<file path="src/rtl/plfm_pkg.sv">
package plfm_pkg;
  localparam int TAG_W       = 2;
  localparam int MAX_CLASSES = 1 << TAG_W;
  typedef logic [TAG_W-1:0] tag_t;
endpackage

</file>
<file path="src/rtl/plfm_prio_pick.sv">
// Lowest index among the requesting classes wins.
module plfm_prio_pick
  import plfm_pkg::*;
#(
  parameter int N = 4
) (
  input  logic [N-1:0] req,
  output tag_t         idx
);
  always_comb begin
    idx = '0;
    for (int i = N - 1; i >= 0; i--) begin
      if (req[i]) idx = tag_t'(i);
    end
  end
endmodule

</file>
<file path="src/rtl/plfm_frame_ctl.sv">
// Frame ownership, word count within the frame, and stall hold.
module plfm_frame_ctl
  import plfm_pkg::*;
#(
  parameter int MAX_FRAME = 4
) (
  input  logic clk,
  input  logic rst,
  input  logic acc,
  input  logic stall,
  input  tag_t cur_cls,
  input  logic cur_last,
  output logic locked,
  output tag_t lock_cls,
  output logic hold_active,
  output tag_t hold_cls,
  output logic closes
);
  localparam int CNT_W = $clog2(MAX_FRAME + 1);
  localparam logic [CNT_W-1:0] LAST_IDX = CNT_W'(MAX_FRAME - 1);

  typedef struct packed {
    logic             locked;
    tag_t             cls;
    logic [CNT_W-1:0] cnt;
  } frame_st_t;

  frame_st_t st_q, st_d;

  // cnt is zero whenever no frame is open
  assign closes = cur_last || (st_q.cnt == LAST_IDX);

  always_comb begin
    st_d = st_q;
    if (acc) begin
      if (closes) begin
        st_d = '0;
      end else begin
        st_d.locked = 1'b1;
        st_d.cls    = cur_cls;
        st_d.cnt    = st_q.cnt + 1'b1;
      end
    end
  end

  always_ff @(posedge clk) begin
    if (rst) begin
      st_q        <= '0;
      hold_active <= 1'b0;
      hold_cls    <= '0;
    end else begin
      st_q        <= st_d;
      hold_active <= stall;
      hold_cls    <= cur_cls;
    end
  end

  assign locked   = st_q.locked;
  assign lock_cls = st_q.cls;
endmodule

</file>
<file path="src/rtl/plfm_link_mux.sv">
module plfm_link_mux
  import plfm_pkg::*;
#(
  parameter int                DATA_W    = 16,
  parameter int                NCLS      = 4,
  parameter int                MAX_FRAME = 4,
  parameter logic [DATA_W-1:0] IDLE_WORD = DATA_W'('hBC5A)
) (
  input  logic                   clk,
  input  logic                   rst,
  input  logic [NCLS-1:0]        in_valid,
  output logic [NCLS-1:0]        in_ready,
  input  logic [NCLS*DATA_W-1:0] in_data,
  input  logic [NCLS-1:0]        in_last,
  output logic                   out_valid,
  input  logic                   out_ready,
  output logic [DATA_W-1:0]      out_data,
  output logic [TAG_W-1:0]       out_tag,
  output logic                   out_idle,
  output logic                   out_frame_end,
  output logic                   out_msg_end
);
  logic              running;
  tag_t              pick_idx, grant, lock_cls, hold_cls;
  logic              locked, hold_active, closes;
  logic [NCLS-1:0]   sel_oh;
  logic [DATA_W-1:0] sel_data;
  logic              sel_last, sel_valid, present;

  always_ff @(posedge clk) begin
    if (rst) running <= 1'b0;
    else     running <= 1'b1;
  end

  plfm_prio_pick #(.N(NCLS)) u_pick (
    .req (in_valid),
    .idx (pick_idx)
  );

  // Open frame first, then a stalled word, then fresh priority.
  always_comb begin
    if (locked)           grant = lock_cls;
    else if (hold_active) grant = hold_cls;
    else                  grant = pick_idx;
  end

  generate
    for (genvar c = 0; c < NCLS; c++) begin : g_dec
      assign sel_oh[c] = (grant == tag_t'(c));
    end
  endgenerate

  always_comb begin
    sel_data  = '0;
    sel_last  = 1'b0;
    sel_valid = 1'b0;
    for (int c = 0; c < NCLS; c++) begin
      if (sel_oh[c]) begin
        sel_data  = in_data[c*DATA_W +: DATA_W];
        sel_last  = in_last[c];
        sel_valid = in_valid[c];
      end
    end
  end

  assign present = running && sel_valid;

  plfm_frame_ctl #(.MAX_FRAME(MAX_FRAME)) u_frame (
    .clk         (clk),
    .rst         (rst),
    .acc         (present && out_ready),
    .stall       (present && !out_ready),
    .cur_cls     (grant),
    .cur_last    (sel_last),
    .locked      (locked),
    .lock_cls    (lock_cls),
    .hold_active (hold_active),
    .hold_cls    (hold_cls),
    .closes      (closes)
  );

  assign out_valid     = running;
  assign out_idle      = !present;
  assign out_data      = present ? sel_data : IDLE_WORD;
  assign out_tag       = present ? grant : '0;
  assign out_frame_end = present && closes;
  assign out_msg_end   = present && sel_last;
  assign in_ready      = (present && out_ready) ? sel_oh : '0;
endmodule

</file>
<file path="config.mk">
export PLATFORM = sky130hd
export DESIGN_NAME = plfm_link_mux
export DESIGN_NICKNAME = d
export VERILOG_FILES = /design/src/rtl/plfm_pkg.sv /design/src/rtl/plfm_prio_pick.sv /design/src/rtl/plfm_frame_ctl.sv /design/src/rtl/plfm_link_mux.sv
export SDC_FILE = /design/constraint.sdc
export NUM_CORES = 1
export LEC_CHECK = 0
export ABC_AREA = 1
export BUFFER_PORTS_ARGS = -buffer_cell sky130_fd_sc_hd__buf_2
export CAP_MARGIN = 25
export CORE_ASPECT_RATIO = 2
export CORE_MARGIN = 5
export CORE_UTILIZATION = 40
export DETAILED_ROUTE_END_ITERATION = 8
export PLACE_DENSITY = 0.95
export SLEW_MARGIN = 20
export SYNTH_ARGS = -nofsm -noshare
export SYNTH_HDL_FRONTEND = slang
export SYNTH_SLANG_ARGS = --single-unit
export TNS_END_PERCENT = 100
</file>
<file path="constraint.sdc">
create_clock -name clk -period 2.2 [get_ports clk]
set_input_delay 0.11 -clock clk [delete_from_list [all_inputs] [get_ports clk]]
set_output_delay 0.11 -clock clk [all_outputs]
set_load 0.01 [all_outputs]
</file>
* Word level (Yosys, flattened, before mapping) *
Cells that the tools add are included.

operators by class
  add/subtract/negate cells = 1
  eq/ne operators = 4
  muxes and demuxes = 23
  reductions and logical operators = 9

operators by type and width
  operator                                       count
  two-way mux 16 bit                             5
  two-way mux 2 bit                              7
  two-way mux 1 bit                              9
  two-way mux 6 bit                              1
  logical AND 1 bit                              5
  == test 2 bit, second input constant           2
  two-way mux 4 bit                              1
  adder 3 x 1 -> 3 bit, second input constant    1
  == test 3 x 2 -> 1 bit, second input constant  1
  == test 2 x 1 -> 1 bit, second input constant  1
  zero test 1 bit                                2
  zero test 2 bit                                1
  logical OR 1 bit                               1

word-level totals
  register bits after elaboration = 10
  input bits = 75
  output and inout bits = 26
  word-level logic and storage cells = 43

* Logic depth before layout (Yosys ltp) *
  depth after elaboration = 14
  gate-level depth with buffers = 15
  depth with buffers taken out = 14

* Cells and area by module *
Synthesis repeated with hierarchy kept, for this count alone.

unflattened totals
  cells, all modules = 229
  area, all modules = 1247.4 um^2

modules (own cells, without submodules)
  module          instances  cells an instance  area each (um^2)  seq. area each (um^2)
  plfm_link_mux   1          180                859.6             20.0
  plfm_frame_ctl  1          43                 354.1             180.2
  plfm_prio_pick  1          6                  33.8              0.0

* Least setup slack after synthesis *
No wires, ideal clock.

  path type = register to output
  start = register u_frame.hold_active
  end = output out_data[10]
  data arrival time = 1.508 ns
  data required time = 2.090 ns
  setup slack = 0.582 ns
  stages on the path, launching flop included = 11
  path through = dfxtp_1 > nor2_2 > nand2_1 > nand2_1 > nand2_2 > buf_6 > nand2_1 > inv_2 > buf_4 > a221oi_1 > nand3_1

on the way
  word-level cells in the longest chain between the ends = 9

RTL lines
  element                          line                  text
  start, declared                  plfm_frame_ctl.sv:15  output logic hold_active,
  start signal, assigned           plfm_frame_ctl.sv:53  hold_active <= stall;
  two-way mux 2 bit *              plfm_link_mux.sv:43   else if (hold_active) grant = hold_cls;
  two-way mux 2 bit *              plfm_link_mux.sv:42   if (locked) grant = lock_cls;
  zero test 2 bit                  plfm_link_mux.sv:49   assign sel_oh[c] = (grant == tag_t'(c));
  two-way mux 1 bit (4 in series)  plfm_link_mux.sv:58   if (sel_oh[c]) begin
  logical AND 1 bit                plfm_link_mux.sv:66   assign present = running && sel_valid;
  two-way mux 16 bit *             plfm_link_mux.sv:84   assign out_data = present ? sel_data : IDLE_WORD;
  end, declared                    plfm_link_mux.sv:17   output logic [DATA_W-1:0] out_data,

Every way passes the cells marked *; elsewhere a longest branch is shown, timed or not.

* Worst setup path after layout *
  start = register u_frame.st_q (netlist bit u_frame.locked)
  end = output out_data[7]

on the way
  word-level cells in the longest chain between the ends = 8

RTL lines
  element                          line                  text
  start, declared                  plfm_frame_ctl.sv:28  frame_st_t st_q, st_d;
  start signal, assigned           plfm_frame_ctl.sv:52  st_q <= st_d;
  two-way mux 2 bit *              plfm_link_mux.sv:42
  zero test 2 bit                  plfm_link_mux.sv:49
  two-way mux 1 bit (4 in series)  plfm_link_mux.sv:58
  logical AND 1 bit                plfm_link_mux.sv:66
  two-way mux 16 bit *             plfm_link_mux.sv:84

Marks and branches as above.

==> summary.txt <==
Power
  • Clk pwr share: 24.6%
  • Switch share: a little over two fifths
  • Combinational power share: 54.4%
  • Reg power frac: 21.0%
  • Pwr Total: between 0.9 and 1 mW
  • NetSw: between 0.4 and 0.5 mW
  • Pwr dens: between 500 and 600 mW/mm^2
  • VDD IR max: 0.4078 mV
  • Leak pwr: 0.9805 nW
  • Pint: 0.5534 mW

Logic synthesis
  • Synthesized net count: 277
  • Ys async rst share: 0%
  • Adder-Cell Fraction of Synth Area: about 2.3%
  • Synth Area in Compound Gates: between 15 and 20%
  • EDFF count, synth: 0
  • Post-synth top area cell: nand2_1
  • Largest family of logic cells by synthesized area: simple AND/OR/NAND/NOR gates
  • Post-Synth XOR/XNOR Area: 0%
  • Synth unique cells: 24
  • #FFs+latches synth: 10
  • Avg Cell Area, Syn: 5.449 um^2
  • Seq/Total Area, Yosys: 18.37%
  • Ys flop type: dfxtp_1
  • Count leader, synth: nand2_1
  • Simple-Gate Fraction of Synth Area: around half
  • Post-Syn Area: 0.001090 mm^2
  • Post-synth top area share: 22.04%
  • Top cells by area, synth: nand2_1 (22%), dfxtp_1 (18%), nor2_1 (11%)
  • Post-synth top cells: nand2_1 (64), nor2_1 (32), inv_1 (21), nand3_1 (20), a21oi_1 (14)
  • Multiplexer share of the synthesized area: 0%
  • Mapped Cells: 200
  • Yosys warns: 0

Timing
  • Final setup violation count: 0
  • Setup WS post-layout: 0.07833 ns
  • Final Hold Fails: 0
  • Worst Tran Pin Value: 0.3242 ns
  • Fmax: roughly 0.47 GHz
  • Max Clock Skew: roughly 0.0026 ns
  • Fin. max-slew vios: 0
  • Setup_tns: 0 ns
  • Final worst-path cycle share: between 90% and 100%
  • Fin crit period: 2.122 ns
  • Worst hold margin: 0.1004 ns
  • Rel. slew slack: between 70% and 80%

Die
  • Die area: 0.003932 mm^2
  • Row Count: 26
  • I/O Pins: 101
  • Horiz. Die Dim: 46.91 um
  • Core Area: 0.002603 mm^2
  • Initial Utilization: a little over two fifths
  • Die Ht: around 84 um

Final layout
  • Share of layout cells above drive strength 1: 44.22%
  • Final-layout fill cell count: 243
  • # diodes: 0
  • Fin area: 0.001737 mm^2
  • Total Nets Final: 381
  • Area delta synth->final: 59.36%

GRT
  • Met1 GRT Util: 20.96%
  • Met2 Track Usage GR: 39.78%
  • Initial antenna violation count: 0
  • Busiest grt layer: met2
  • Pin count of the biggest net entering global routing: 14
  • Total Routing Usage GR: between 20% and 30%
  • Met3 Use GR: 3.888%
  • First-pass GRT wire length: approximately 6.5 mm
  • Grt ovf: 0
  • Number of global-route vias before repair: 1600

Routing
  • DRC errors left: 0
  • WL/cell: 13.34 um
  • Via Count: 1704
  • WL final: 4.415 mm
  • Detail Route Antenna Nets: 0
  • Starting DRT DRC Count: 24
  • Vias per cell: around 5
  • TritonRoute pass-1 iters: 4

Worst setup path
  • CP Max Fanout: 9
  • CP endpoint kind: primary output
  • Startpoint types: flop
  • CP Data Arrival Time: 2.01 ns
  • Critical path type: flop to primary output
  • Worst EP required: 2.09 ns

CTS
  • Worst-skew pair later-pin latency: 0.24 ns
  • Num Clock Sinks: 10
  • CTS tree: built
  • Root Buffer: clkbuf_8
  • CTS max path bufs: 2
  • Hold-fix buffers at CTS: 0
  • H-tree depth: 1
  • Number of CTS-inserted buffers: 3
  • Clk pin slew, worst setup/hold paths: 0.05 ns

Worst hold path
  • HP Class: input pin to flop

Job
  • Max Cap Viol: 0

Place
  • Count of input and output buffers: 100
  • Placed Area: 0.001603 mm^2
  • Post-DP HPWL: around 3.5 mm
  • Post-Place Setup Slack: roughly 0.22 ns
  • Final GP Congestion: 0.8585

Outcome
  • Status: complete, no violations
[path summary, 6_finish.rpt]
check | startpoint | to | slack (ns) | cells after the start
worst min-delay path | out_ready | u_frame.hold_active | 0.10 | 2
worst max-delay path | u_frame.locked | out_data[7] | 0.08 | 9
worst min register to register | u_frame.lock_cls[1] | u_frame.lock_cls[1] | 0.49 | 2
worst max register to register | u_frame.locked | u_frame.st_q[2] | 0.38 | 10
[sequential cells by signal, summed over array words and instances, names as in the netlist]
signal,cells
u_frame.st_q,3
u_frame.hold_active,1
u_frame.hold_cls,2
out_valid,1
u_frame.lock_cls,2
u_frame.locked,1
[stage by stage]
stage          util (%)  instances
5_1_grt           66.73        331
3_5_place_dp      61.59        325
4_1_cts           63.89        329
3_3_place_gp      61.59        325
6_report          66.73        331
2_1_floorplan         -        200
[layout by cell type (no fill, tap or decap), drive strengths merged, types with 3 or more instances in the layout]
cell type    n
buf        104
nand2       69
nor2        35
inv         25
nand3       22
a21oi       16
dfxtp       10
clkbuf       4
a221oi       3
o221ai       3
clkinvlp     3
[layer usage]
layer	wire, um	up-vias
met5	0	-
met4	75	0
met3	404	10
met2	2446	76
met1	1487	769
li1	-	849
[critical path, stage by stage (launching register included)]
cell and delay (ns):
dfxtp_1 0.35, a21oi_1 0.29, a21oi_4 0.14, nand2_2 0.14, nor2_1 0.07, nor2_2 0.20, nand2_4 0.14, buf_4 0.18
a21oi_1 0.12, buf_2 0.15
[logic make-up after synthesis]
logic type                 after synthesis
AOI/OAI and AO/OA                       28
adders and majority gates                2
buffers and inverters                   33
DFF                                     10
and+or+nand+nor                        127
[power by group through the flow]
stage	sequential, mW	clock [mW]	combinational, mW
after floorplan	0.201	0	0.306
after global placement	0.202	0	0.473
after detailed placement	0.202	0	0.481
after CTS	0.199	0.239	0.487
after global routing	0.201	0.245	0.571
final	0.200	0.235	0.520
[timing repair]
item,in CTS,in global routing
setup endpoints to repair,6,22
cloned,0,1
resized for setup,2,16
setup buffers,0,1
[area by class of cell]
class	instances	area (um^2)	area share, %
inverters	27	113.9	6.556
well taps	28	35.03	2.017
repair inverters	1	5.005	0.2882
flip-flops and latches	10	200.2	11.53
multi-input cells	157	797.0	45.89
clock buffers	4	55.05	3.170
repair buffers	104	530.5	30.55
No activity file was read; power rests on OpenSTA's default activity.
